`src/rtl/amo_pkg.sv`:
```
package amo_pkg;

  typedef enum logic [2:0] {
    ST_IDLE   = 3'd0,
    ST_READ   = 3'd1,
    ST_MODIFY = 3'd2,
    ST_WRITE  = 3'd3,
    ST_DONE   = 3'd4
  } amo_state_e;

  typedef enum logic [2:0] {
    OP_ADD  = 3'd0,
    OP_OR   = 3'd1,
    OP_AND  = 3'd2,
    OP_XOR  = 3'd3,
    OP_SWAP = 3'd4,
    OP_CAS  = 3'd5
  } amo_op_e;

  typedef enum logic [1:0] {
    ERR_NONE  = 2'd0,
    ERR_SIZE  = 2'd1,
    ERR_OP    = 2'd2,
    ERR_ALIGN = 2'd3
  } amo_err_e;

  localparam logic [1:0] SZ_WORD  = 2'd0;
  localparam logic [1:0] SZ_HALF  = 2'd1;
  localparam logic [1:0] SZ_BYTE  = 2'd2;
  localparam logic [1:0] SZ_DWORD = 2'd3;

  // selector values with the fetch flag removed (imm[7:1])
  localparam logic [6:0] SEL_ADD  = 7'h00;
  localparam logic [6:0] SEL_OR   = 7'h20;
  localparam logic [6:0] SEL_AND  = 7'h28;
  localparam logic [6:0] SEL_XOR  = 7'h50;
  localparam logic [6:0] SEL_SWAP = 7'h70;
  localparam logic [6:0] SEL_CAS  = 7'h78;

  typedef struct packed {
    amo_op_e  op;
    logic     fetch;
    logic     dword;
    amo_err_e err;
  } amo_dec_t;

endpackage

```
`src/rtl/amo_decode.sv`:
```
module amo_decode
  import amo_pkg::*;
#(
  parameter int IMM_W = 32
) (
  input  logic [1:0]       size,
  input  logic [IMM_W-1:0] imm,
  input  logic [2:0]       addr_lo,
  output amo_dec_t         dec
);

  localparam int SEL_LSB = 1;

  amo_op_e  op_d;
  logic     op_bad;
  logic     size_bad;
  logic     align_bad;
  logic     fetch;
  logic     is_dw;

  assign fetch    = imm[0];
  assign is_dw    = (size == SZ_DWORD);
  assign size_bad = (size == SZ_HALF) || (size == SZ_BYTE);

  always_comb begin
    op_d   = OP_ADD;
    op_bad = 1'b0;
    if (imm[IMM_W-1:8] != '0) begin
      op_bad = 1'b1;
    end else begin
      unique case (imm[7:SEL_LSB])
        SEL_ADD:  op_d = OP_ADD;
        SEL_OR:   op_d = OP_OR;
        SEL_AND:  op_d = OP_AND;
        SEL_XOR:  op_d = OP_XOR;
        SEL_SWAP: begin op_d = OP_SWAP; op_bad = !fetch; end
        SEL_CAS:  begin op_d = OP_CAS;  op_bad = !fetch; end
        default:  op_bad = 1'b1;
      endcase
    end
  end

  assign align_bad = is_dw ? (addr_lo != 3'b000) : (addr_lo[1:0] != 2'b00);

  always_comb begin
    dec.op    = op_d;
    dec.fetch = fetch;
    dec.dword = is_dw;
    if (size_bad)       dec.err = ERR_SIZE;
    else if (op_bad)    dec.err = ERR_OP;
    else if (align_bad) dec.err = ERR_ALIGN;
    else                dec.err = ERR_NONE;
  end

endmodule

```
`src/rtl/amo_alu.sv`:
```
module amo_alu
  import amo_pkg::*;
#(
  parameter int DATA_W = 64
) (
  input  amo_op_e           op,
  input  logic              dword,
  input  logic [DATA_W-1:0] old_val,
  input  logic [DATA_W-1:0] src,
  input  logic [DATA_W-1:0] r0,
  output logic [DATA_W-1:0] new_val,
  output logic              match
);

  localparam int HALF_W = DATA_W / 2;

  logic [DATA_W-1:0] raw;
  logic [DATA_W-1:0] keep_mask;

  always_comb begin
    unique case (op)
      OP_ADD:  raw = old_val + src;
      OP_OR:   raw = old_val | src;
      OP_AND:  raw = old_val & src;
      OP_XOR:  raw = old_val ^ src;
      default: raw = src;
    endcase
  end

  assign keep_mask = dword ? {DATA_W{1'b1}} : {{HALF_W{1'b0}}, {HALF_W{1'b1}}};
  assign new_val   = raw & keep_mask;
  assign match     = ((old_val ^ r0) & keep_mask) == '0;

endmodule

```
`src/rtl/amo_seq.sv`:
```
module amo_seq
  import amo_pkg::*;
#(
  parameter int DATA_W = 64,
  parameter int ADDR_W = 64
) (
  input  logic              clk,
  input  logic              rst_n,
  input  logic              req_valid,
  output logic              req_ready,
  input  amo_dec_t          dec,
  input  logic [ADDR_W-1:0] addr,
  input  logic [DATA_W-1:0] src,
  input  logic [DATA_W-1:0] r0,
  output logic              mem_rd_en,
  output logic              mem_wr_en,
  output logic              mem_dword,
  output logic [ADDR_W-1:0] mem_addr,
  output logic [DATA_W-1:0] mem_wdata,
  input  logic [DATA_W-1:0] mem_rdata,
  output logic              mem_lock,
  output amo_op_e           alu_op,
  output logic [DATA_W-1:0] alu_old,
  output logic [DATA_W-1:0] alu_src,
  output logic [DATA_W-1:0] alu_r0,
  input  logic [DATA_W-1:0] alu_new,
  input  logic              alu_match,
  output logic              rsp_valid,
  output logic [1:0]        rsp_err,
  output logic              rsp_src_we,
  output logic [DATA_W-1:0] rsp_src_val,
  output logic              rsp_r0_we,
  output logic [DATA_W-1:0] rsp_r0_val
);

  localparam int HALF_W = DATA_W / 2;

  amo_state_e        st_q, st_d;
  amo_op_e           op_q;
  logic              fetch_q, dword_q;
  amo_err_e          err_q;
  logic [ADDR_W-1:0] addr_q;
  logic [DATA_W-1:0] src_q, r0_q, old_q, new_q;

  logic accept, ld_req, ld_mod;

  assign req_ready = (st_q == ST_IDLE);
  assign accept    = req_ready && req_valid;
  assign ld_req    = accept;
  assign ld_mod    = (st_q == ST_MODIFY);

  always_comb begin
    st_d = st_q;
    unique case (st_q)
      ST_IDLE:   if (accept) st_d = (dec.err == ERR_NONE) ? ST_READ : ST_DONE;
      ST_READ:   st_d = ST_MODIFY;
      ST_MODIFY: st_d = (op_q == OP_CAS && !alu_match) ? ST_DONE : ST_WRITE;
      ST_WRITE:  st_d = ST_DONE;
      default:   st_d = ST_IDLE;
    endcase
  end

  always_ff @(posedge clk or negedge rst_n) begin
    if (!rst_n) st_q <= ST_IDLE;
    else        st_q <= st_d;
  end

  always_ff @(posedge clk or negedge rst_n) begin
    if (!rst_n) begin
      op_q    <= OP_ADD;
      fetch_q <= 1'b0;
      dword_q <= 1'b0;
      err_q   <= ERR_NONE;
      addr_q  <= '0;
      src_q   <= '0;
      r0_q    <= '0;
    end else if (ld_req) begin
      op_q    <= dec.op;
      fetch_q <= dec.fetch;
      dword_q <= dec.dword;
      err_q   <= dec.err;
      addr_q  <= addr;
      src_q   <= src;
      r0_q    <= r0;
    end
  end

  always_ff @(posedge clk or negedge rst_n) begin
    if (!rst_n) begin
      old_q <= '0;
      new_q <= '0;
    end else if (ld_mod) begin
      old_q <= alu_old;
      new_q <= alu_new;
    end
  end

  assign alu_op  = op_q;
  assign alu_old = dword_q ? mem_rdata : {{HALF_W{1'b0}}, mem_rdata[HALF_W-1:0]};
  assign alu_src = src_q;
  assign alu_r0  = r0_q;

  assign mem_rd_en = (st_q == ST_READ);
  assign mem_wr_en = (st_q == ST_WRITE);
  assign mem_lock  = (st_q == ST_READ) || (st_q == ST_MODIFY) || (st_q == ST_WRITE);
  assign mem_dword = dword_q;
  assign mem_addr  = addr_q;
  assign mem_wdata = new_q;

  assign rsp_valid   = (st_q == ST_DONE);
  assign rsp_err     = err_q;
  assign rsp_src_we  = rsp_valid && (err_q == ERR_NONE) && fetch_q && (op_q != OP_CAS);
  assign rsp_r0_we   = rsp_valid && (err_q == ERR_NONE) && (op_q == OP_CAS);
  assign rsp_src_val = old_q;
  assign rsp_r0_val  = old_q;

  // memory strobes only inside the lock window
  p_strobe_locked_r7: assert property (@(posedge clk) disable iff (!rst_n)
    (mem_rd_en || mem_wr_en) |-> mem_lock);
  // a write follows its read by two cycles at the same address
  p_write_after_read_r7: assert property (@(posedge clk) disable iff (!rst_n)
    mem_wr_en |-> ($past(mem_rd_en, 2) && mem_addr == $past(mem_addr, 2)));
  // word writes leave the upper half zero
  p_word_upper_zero_r8: assert property (@(posedge clk) disable iff (!rst_n)
    (mem_wr_en && !mem_dword) |-> (mem_wdata[DATA_W-1:HALF_W] == '0));
  // doubleword accesses are naturally aligned
  p_dword_aligned_r6: assert property (@(posedge clk) disable iff (!rst_n)
    (mem_rd_en && mem_dword) |-> (mem_addr[2:0] == 3'b000));
  // error completions come straight from idle
  p_err_from_idle_r4: assert property (@(posedge clk) disable iff (!rst_n)
    (rsp_valid && rsp_err != 2'd0) |-> $past(req_ready));
  // one-cycle response, never while ready
  p_rsp_pulse_r13: assert property (@(posedge clk) disable iff (!rst_n)
    rsp_valid |-> (!req_ready ##1 !rsp_valid));
  // at most one writeback target
  p_one_target_r11: assert property (@(posedge clk) disable iff (!rst_n)
    !(rsp_src_we && rsp_r0_we));

endmodule

```
`src/rtl/amo_unit.sv`:
```
module amo_unit
  import amo_pkg::*;
#(
  parameter int DATA_W = 64,
  parameter int ADDR_W = 64,
  parameter int OFF_W  = 16,
  parameter int IMM_W  = 32
) (
  input  logic              clk,
  input  logic              rst_n,
  input  logic              req_valid,
  output logic              req_ready,
  input  logic [1:0]        req_size,
  input  logic [DATA_W-1:0] req_base,
  input  logic [OFF_W-1:0]  req_offset,
  input  logic [IMM_W-1:0]  req_imm,
  input  logic [DATA_W-1:0] req_src,
  input  logic [DATA_W-1:0] req_r0,
  output logic              mem_rd_en,
  output logic              mem_wr_en,
  output logic              mem_dword,
  output logic [ADDR_W-1:0] mem_addr,
  output logic [DATA_W-1:0] mem_wdata,
  input  logic [DATA_W-1:0] mem_rdata,
  output logic              mem_lock,
  output logic              rsp_valid,
  output logic [1:0]        rsp_err,
  output logic              rsp_src_we,
  output logic [DATA_W-1:0] rsp_src_val,
  output logic              rsp_r0_we,
  output logic [DATA_W-1:0] rsp_r0_val
);

  localparam int EXT_W = DATA_W - OFF_W;

  logic [1:0] rst_sync_q;
  logic       rst_n_int;

  always_ff @(posedge clk or negedge rst_n) begin
    if (!rst_n) rst_sync_q <= 2'b00;
    else        rst_sync_q <= {rst_sync_q[0], 1'b1};
  end
  assign rst_n_int = rst_sync_q[1];

  logic [DATA_W-1:0] eff_addr;
  assign eff_addr = req_base + {{EXT_W{req_offset[OFF_W-1]}}, req_offset};

  amo_dec_t dec;
  amo_decode #(.IMM_W(IMM_W)) u_decode (
    .size    (req_size),
    .imm     (req_imm),
    .addr_lo (eff_addr[2:0]),
    .dec     (dec)
  );

  amo_op_e           alu_op;
  logic [DATA_W-1:0] alu_old, alu_src, alu_r0, alu_new;
  logic              alu_match;

  amo_alu #(.DATA_W(DATA_W)) u_alu (
    .op      (alu_op),
    .dword   (mem_dword),
    .old_val (alu_old),
    .src     (alu_src),
    .r0      (alu_r0),
    .new_val (alu_new),
    .match   (alu_match)
  );

  amo_seq #(.DATA_W(DATA_W), .ADDR_W(ADDR_W)) u_seq (
    .clk         (clk),
    .rst_n       (rst_n_int),
    .req_valid   (req_valid),
    .req_ready   (req_ready),
    .dec         (dec),
    .addr        (eff_addr[ADDR_W-1:0]),
    .src         (req_src),
    .r0          (req_r0),
    .mem_rd_en   (mem_rd_en),
    .mem_wr_en   (mem_wr_en),
    .mem_dword   (mem_dword),
    .mem_addr    (mem_addr),
    .mem_wdata   (mem_wdata),
    .mem_rdata   (mem_rdata),
    .mem_lock    (mem_lock),
    .alu_op      (alu_op),
    .alu_old     (alu_old),
    .alu_src     (alu_src),
    .alu_r0      (alu_r0),
    .alu_new     (alu_new),
    .alu_match   (alu_match),
    .rsp_valid   (rsp_valid),
    .rsp_err     (rsp_err),
    .rsp_src_we  (rsp_src_we),
    .rsp_src_val (rsp_src_val),
    .rsp_r0_we   (rsp_r0_we),
    .rsp_r0_val  (rsp_r0_val)
  );

endmodule

```
`config.mk`:
```
export PLATFORM = sky130hd
export DESIGN_NAME = amo_unit
export DESIGN_NICKNAME = d
export VERILOG_FILES = /design/src/rtl/amo_pkg.sv /design/src/rtl/amo_decode.sv /design/src/rtl/amo_alu.sv /design/src/rtl/amo_seq.sv /design/src/rtl/amo_unit.sv
export SDC_FILE = /design/constraint.sdc
export NUM_CORES = 1
export LEC_CHECK = 0
export ABC_AREA = 1
export BUFFER_PORTS_ARGS = -buffer_cell sky130_fd_sc_hd__buf_4
export CAP_MARGIN = 25
export CELL_PAD_IN_SITES_DETAIL_PLACEMENT = 1
export CELL_PAD_IN_SITES_GLOBAL_PLACEMENT = 1
export CORE_UTILIZATION = 43
export CTS_BUF_LIST = sky130_fd_sc_hd__clkbuf_4 sky130_fd_sc_hd__clkbuf_8 sky130_fd_sc_hd__clkbuf_16
export DETAILED_ROUTE_END_ITERATION = 10
export GPL_TIMING_DRIVEN = 0
export PLACE_DENSITY_LB_ADDON = 0.2
export SYNTH_ARGS = -nofsm -noshare
export SYNTH_HDL_FRONTEND = slang
export SYNTH_HIERARCHICAL = 1
export SYNTH_SLANG_ARGS = --single-unit
```
`constraint.sdc`:
```
create_clock -name clk -period 20.3 [get_ports clk]
set_input_delay 2.03 -clock clk [delete_from_list [all_inputs] [get_ports clk]]
set_output_delay 2.03 -clock clk [all_outputs]
set_load 0.005 [all_outputs]
```
## Word level (Yosys, flattened, before mapping)

Cells that the tools add are included.

- Register bits after elaboration: 332
- Bits of input ports: 309
- Word-level logic and storage cells: 74

- $add $sub $neg: 2
- Equality and inequality tests: 18
- Mux-type cells: 15
- Bitwise operators: 6
- Reductions and logical operators: 22

Operators by type and width:

| cell | number |
|---|---|
| $pmux W64 S4 | 1 |
| $and A64 B64 Y64 | 3 |
| $add A64 B64 Y64 | 2 |
| $mux W64 | 2 |
| $xor A64 B64 Y64 | 2 |
| $logic_not A64 Y1 | 1 |
| $or A64 B64 Y64 | 1 |
| $reduce_bool A24 Y1 | 1 |
| $eq A7 B7 Y1 const B | 3 |
| $pmux W3 S5 | 1 |
| $eq A7 B6 Y1 const B | 2 |
| $eq A3 B2 Y1 const B | 4 |
| $mux W3 | 4 |
| $pmux W3 S4 | 1 |
| $logic_not A7 Y1 | 1 |
| $eq A3 B1 Y1 const B | 2 |
| $eq A3 B3 Y1 const B | 2 |
| $logic_and A1 B1 Y1 | 6 |
| $logic_not A3 Y1 | 2 |
| $mux W2 | 3 |
| $eq A2 B2 Y1 const B | 2 |
| $logic_not A2 Y1 | 2 |
| $reduce_or A4 Y1 | 1 |
| $logic_or A1 B1 Y1 | 3 |
| other kinds (9) | 11 |

## Longest topological paths before layout

- Depth in word-level cells: 10
- Gate-level depth with buffers: 21

## By module

Netlist, hierarchy kept.

Modules (own cells, without submodules):

| module | times used | cells an instance | area each (µm²) | sequential area each (µm²) |
|---|---|---|---|---|
| amo_seq | 1 | 1572 | 13777.0 | 8257.9 |
| amo_alu | 1 | 1959 | 9969.6 | 0.0 |
| amo_unit | 1 | 1288 | 5993.2 | 50.0 |
| amo_decode | 1 | 62 | 315.3 | 0.0 |

## Worst setup path after synthesis

OpenSTA, ideal clock, no wires.

- Path kind: input to register
- Start: input mem_rdata[0]
- End: register u_seq.new_q[42], in the netlist u_seq/mem_wdata[42]
- Arrival: 3.781 ns
- Data required time: 20.184 ns
- Path slack: 16.403 ns
- Cell stages on the path: 18
- Buffers on the path: 1
- Cell sequence: buf_4 -> ha_1 -> inv_1 -> fa_1 -> inv_1 -> nand3_1 -> nor2_1 -> nand2_1 -> nand3_1 -> nand3_1 -> nand2_1 -> nand2_1 -> nand2_1 -> nand2_1 -> nand3_1 -> a21oi_1 -> nand2_1 -> nand2_1

- Longest elaborated chain between the ends: 4

Ends and longest elaborated chain:

| element | line | RTL |
|---|---|---|
| start, declared | amo_unit.sv:24 | `input logic [DATA_W-1:0] mem_rdata,` |
| $mux W64 | amo_seq.sv:99 | `assign alu_old = dword_q ? mem_rdata : {{HALF_W{1'b0}}, mem_rdata[HALF_W-1:0]};` |
| $add A64 B64 Y64 | amo_alu.sv:22 | `OP_ADD: raw = old_val + src;` |
| $pmux W64 S4 | amo_alu.sv:21 | `unique case (op)` |
| $and A64 B64 Y64 | amo_alu.sv:31 | `assign new_val = raw & keep_mask;` |
| net alu_new[42] | amo_unit.sv:57 | `logic [DATA_W-1:0] alu_old, alu_src, alu_r0, alu_new;` |
| end signal, assigned | amo_seq.sv:94 | `new_q <= alu_new;` |
| end, declared | amo_seq.sv:43 | `logic [DATA_W-1:0] src_q, r0_q, old_q, new_q;` |

The timed path passes the listed nets, and every way through them passes these cells.
A chain may end at the register's enable or synchronous reset.

## Final worst setup path

- Start: register u_seq.dword_q, in the netlist u_seq/mem_dword
- End: register u_seq.new_q[59], in the netlist u_seq/mem_wdata[59]

- Longest elaborated chain between the ends: 4
- Elaborated cells between the ends (all ways): 8
- Those cells by class: 1 x add/sub; 3 x mux; 4 x bitwise

Ends and longest elaborated chain:

| element | line | RTL |
|---|---|---|
| start, declared | amo_seq.sv:40 | `logic fetch_q, dword_q;` |
| start signal, assigned | amo_seq.sv:80 | `dword_q <= dec.dword;` |
| $mux W64 | amo_seq.sv:99 |  |
| net alu_old[52] | amo_unit.sv:57 |  |
| $add A64 B64 Y64 | amo_alu.sv:22 |  |
| $pmux W64 S4 | amo_alu.sv:21 |  |
| $and A64 B64 Y64 | amo_alu.sv:31 |  |
| net alu_new[59] | amo_unit.sv:57 |  |

The timed path passes the listed nets, and every way through them passes these cells.

==> impl_metrics.csv <==
group,metric,value,unit
run_status,status,"finished clean",
critical_path,critPathCaptureType,"flop",
clocking,clockBufferDepth,3,
detailed_routing,via_per_inst,5.32,
timing,relSlewSlack,33.5,%
timing,finalSetupTns,0,ps
synth,synth_cells,4881,
detailed_routing,drt_pass1_iterations,6,
floorplanning,rows,96,
final_layout,multiInputGateArea,17100,sq um
critical_path,cp_cell_sequence,"clkbuf_1 -> clkbuf_1 -> nand2_1 -> inv_1 -> inv_1 -> ha_1 -> nand2_1 -> nor2_1 -> inv_1 -> nor3_2 -> and2_1 -> nand2_1 -> nand3_1 -> nand3_1 -> a21oi_1 -> nand2_1 -> nand2_1",
synth,ys_seq_area_share,27.6,%
worst_hold_path,hold_class,"flop to async pin",
floorplanning,dieArea,71000,sq um
critical_path,reg2reg_to,"u_seq/mem_wdata[59]",
synth,syn-cell-area,30100,sq um
final_layout,drive_gt1_share,17.7,%
global_routing,grt_max_degree,70,
synth,synth_warnings,6,
global_routing,grt.overflow.total,0,
pwr,total_power,4.64,mW
global_routing,grt_antenna_before_repair,20,
detailed_routing,drc,0,
clocking,insertion_delay,600,ps
floorplanning,ios,575,
synth,ys_ff_latch,332,
final_layout,num-fill-cells,9573,
placed_design,gp_congestion,1.01,
timing,clock_skew,28.0,ps
clocking,cts_buffers,41,
synth,synthArstFlopShare,100,%
floorplanning,die_h,266,um
global_routing,grtUsageTotal,40.0,%
critical_path,required,20820,ps
timing,timing.hold.ws,327,ps
clocking,cts_root_buf,"clkbuf_16",
global_routing,first_global_vias,35400,
detailed_routing,vias,34500,
floorplanning,dieWidth,266,um
clocking,cts.repair.resized,0,
timing,final_max_slew_viol_count,0,
clocking,cts_tree,"built",
floorplanning,start_util,43.7,%
synth,synth_nets,5384,
placed_design,placed_cells,6391,
synth,ys_types,50,
critical_path,cp_common_cell,"nand2_1",
timing,grt_setup_unrepaired,"no",
critical_path,rr_worst_depth,17,
timing,layout_min_cycle_time,4660,ps
pwr,leakage,21.9,nW
critical_path,cp_max_fo,10,
final_layout,layout_commonest_cell,"nand2_1",
clocking,cts_sinks,332,
clocking,cts_setup_buffers,0,
timing,setup_viol,0,
global_routing,grt_first_pass_wirelength,213000,um
synth,synth.avg_cell_area,6.16,sq um
detailed_routing,antenna_left,0,
timing,worst_pin_slew,998,ps
critical_path,crit_slowest_cell,"dfrtp_1",
critical_path,slowest_delay,770,ps
synth,yosys_most_used_dff,"dfrtp_1",
detailed_routing,wl,144000,um
critical_path,r2r_slack,15640,ps
final_layout,finalNetCount,6006,
critical_path,worstSetupPathType,"flop to flop",
timing,fmax,215,MHz
critical_path,worstReg2RegStart,"u_seq/mem_dword",
floorplanning,core,68800,sq um
clocking,clk_pin_slew,60,ps
final_layout,fin_cells,6478,
pwr,p_per_area,125,nW/um^2
placed_design,port_buffers,573,
final_layout,layout_common_cells,"nand2_1 (1,970), inv_1 (839), buf_4 (676)",
final_layout,syn_to_final_growth,23.4,%
flow_run,max-cap-violations,0,
final_layout,ff_latch_area,8310,sq um
detailed_routing,drt_iter0_drc,2474,
clocking,hold_buffers,0,
synth,synth_edf_count,0,
critical_path,cp-start-kind,"flop",
critical_path,worstPathArrival,5180,ps
timing,fin_crit_sh,23.0,%
detailed_routing,wl_per_cell,22.3,um
pwr,ir_worst_vdd,0.0842,mV
placed_design,place.detailed.hpwl,119000,um
clocking,h-tree-depth,2,
timing,hold_violations,0,
-- worst max-delay path by stage --
| stage | start | endpoint | slack, ps | cells after the start |
|---|---|---|---|---|
| CTS | u_seq/mem_dword | u_seq/mem_wdata[59] | 15830 | 17 |
| global placement | rst_sync_q[1] | u_seq/mem_wdata[16] | 6070 | 0 |
| detailed placement | mem_rdata[2] | u_seq/mem_wdata[23] | 15350 | 16 |
| floorplan | rst_sync_q[1] | u_seq/alu_op[0] | 10360 | 0 |
| global route | u_seq/mem_dword | u_seq/mem_wdata[59] | 15380 | 17 |
| finish | u_seq/mem_dword | u_seq/mem_wdata[59] | 15640 | 17 |
-- registers in the layout, indices dropped and copies added (netlist names), 2 cells and up --
register	flops
u_seq/alu_r0	64
u_seq/alu_src	64
u_seq/mem_addr	64
u_seq/mem_wdata	64
u_seq/rsp_r0_val	64
u_seq/alu_op	3
u_seq/st_q	3
rst_sync_q	2
u_seq/rsp_err	2
-- cells in the mapped netlist, types with 9 or more instances --
cell type	number	share of area [%]
nand2_1	1970	25
inv_1	839	10
nand3_1	345	5.7
dfrtp_1	332	28
nor2_1	250	3.1
ha_1	192	8.0
a21oi_1	149	2.5
o21ai_0	118	2.0
buf_4	103	2.6
nand2_2	59	1.2
buf_2	56	0.93
clkbuf_1	55	0.69
xnor2_1	48	1.4
xor2_1	43	1.3
o22ai_1	42	0.87
a211oi_1	39	0.97
nand4_1	33	0.69
nor2_2	31	0.65
nand3_2	26	0.87
nor3_1	25	0.42
buf_6	15	0.56
nor4_1	14	0.29
inv_2	9	0.11
-- power by group --
| group | total, mW | internal [mW] | switching [mW] |
|---|---|---|---|
| registers | 1.21 | 0.951 | 0.263 |
| logic | 2.67 | 0.979 | 1.69 |
| clock network | 0.763 | 0.436 | 0.327 |
-- critical path, delay by kind of cell (launching register included) --
kind | cells | cell delay [ps]
DFF | 1 | 770
and+or+nand+nor | 10 | 1650
AOI/OAI and AO/OA | 1 | 440
adders and majority gates | 1 | 430
buffers and inverters | 5 | 1290
-- kinds of logic (layout without fill, tap and decap cells) --
kind of cell             Yosys count  after routing  synth area share [%]
XOR/XNOR                          91             91                  2.65
AO/OA/AOI/OAI                    393            393                  7.48
buffers and inverters           1084           1738                  15.4
flip-flops                       332            332                  27.6
AND/OR/NAND/NOR                 2786           2786                  38.6
other                              1             13                0.0125
adder cells (fa/ha/maj)          194            194                  8.13
-- final cells by class --
class,instances,share of cell area [%]
Antenna cell,12,0.0810
Buffer,235,3.91
Clock buffer,59,3.30
Clock inverter,16,0.412
Inverter,849,8.60
Multi-Input combinational cell,3465,46.1
Sequential cell,332,22.4
Tap cell,931,3.14
Timing Repair Buffer,579,12.0
-- per-layer routing --
layer	GRT usage, %	vias to the layer above	share of wire (%)
met1	50.2	16900	41
met2	67.0	1079	47
met4	19.3	14	5.2
met3	5.88	334	6.0
met5	0	-	0.059
li1	-	16100	-
-- metrics by stage --
step	instance area [sq um]	utilization (%)	setup slack [ps]
2_1_floorplan	30100	-	10360
3_3_place_gp	35500	51.6	6070
3_5_place_dp	35700	51.8	15350
4_1_cts	37000	53.8	15830
5_1_grt	37100	53.9	15380
6_report	37100	53.9	15640
Power figures use the tool's default switching activity.
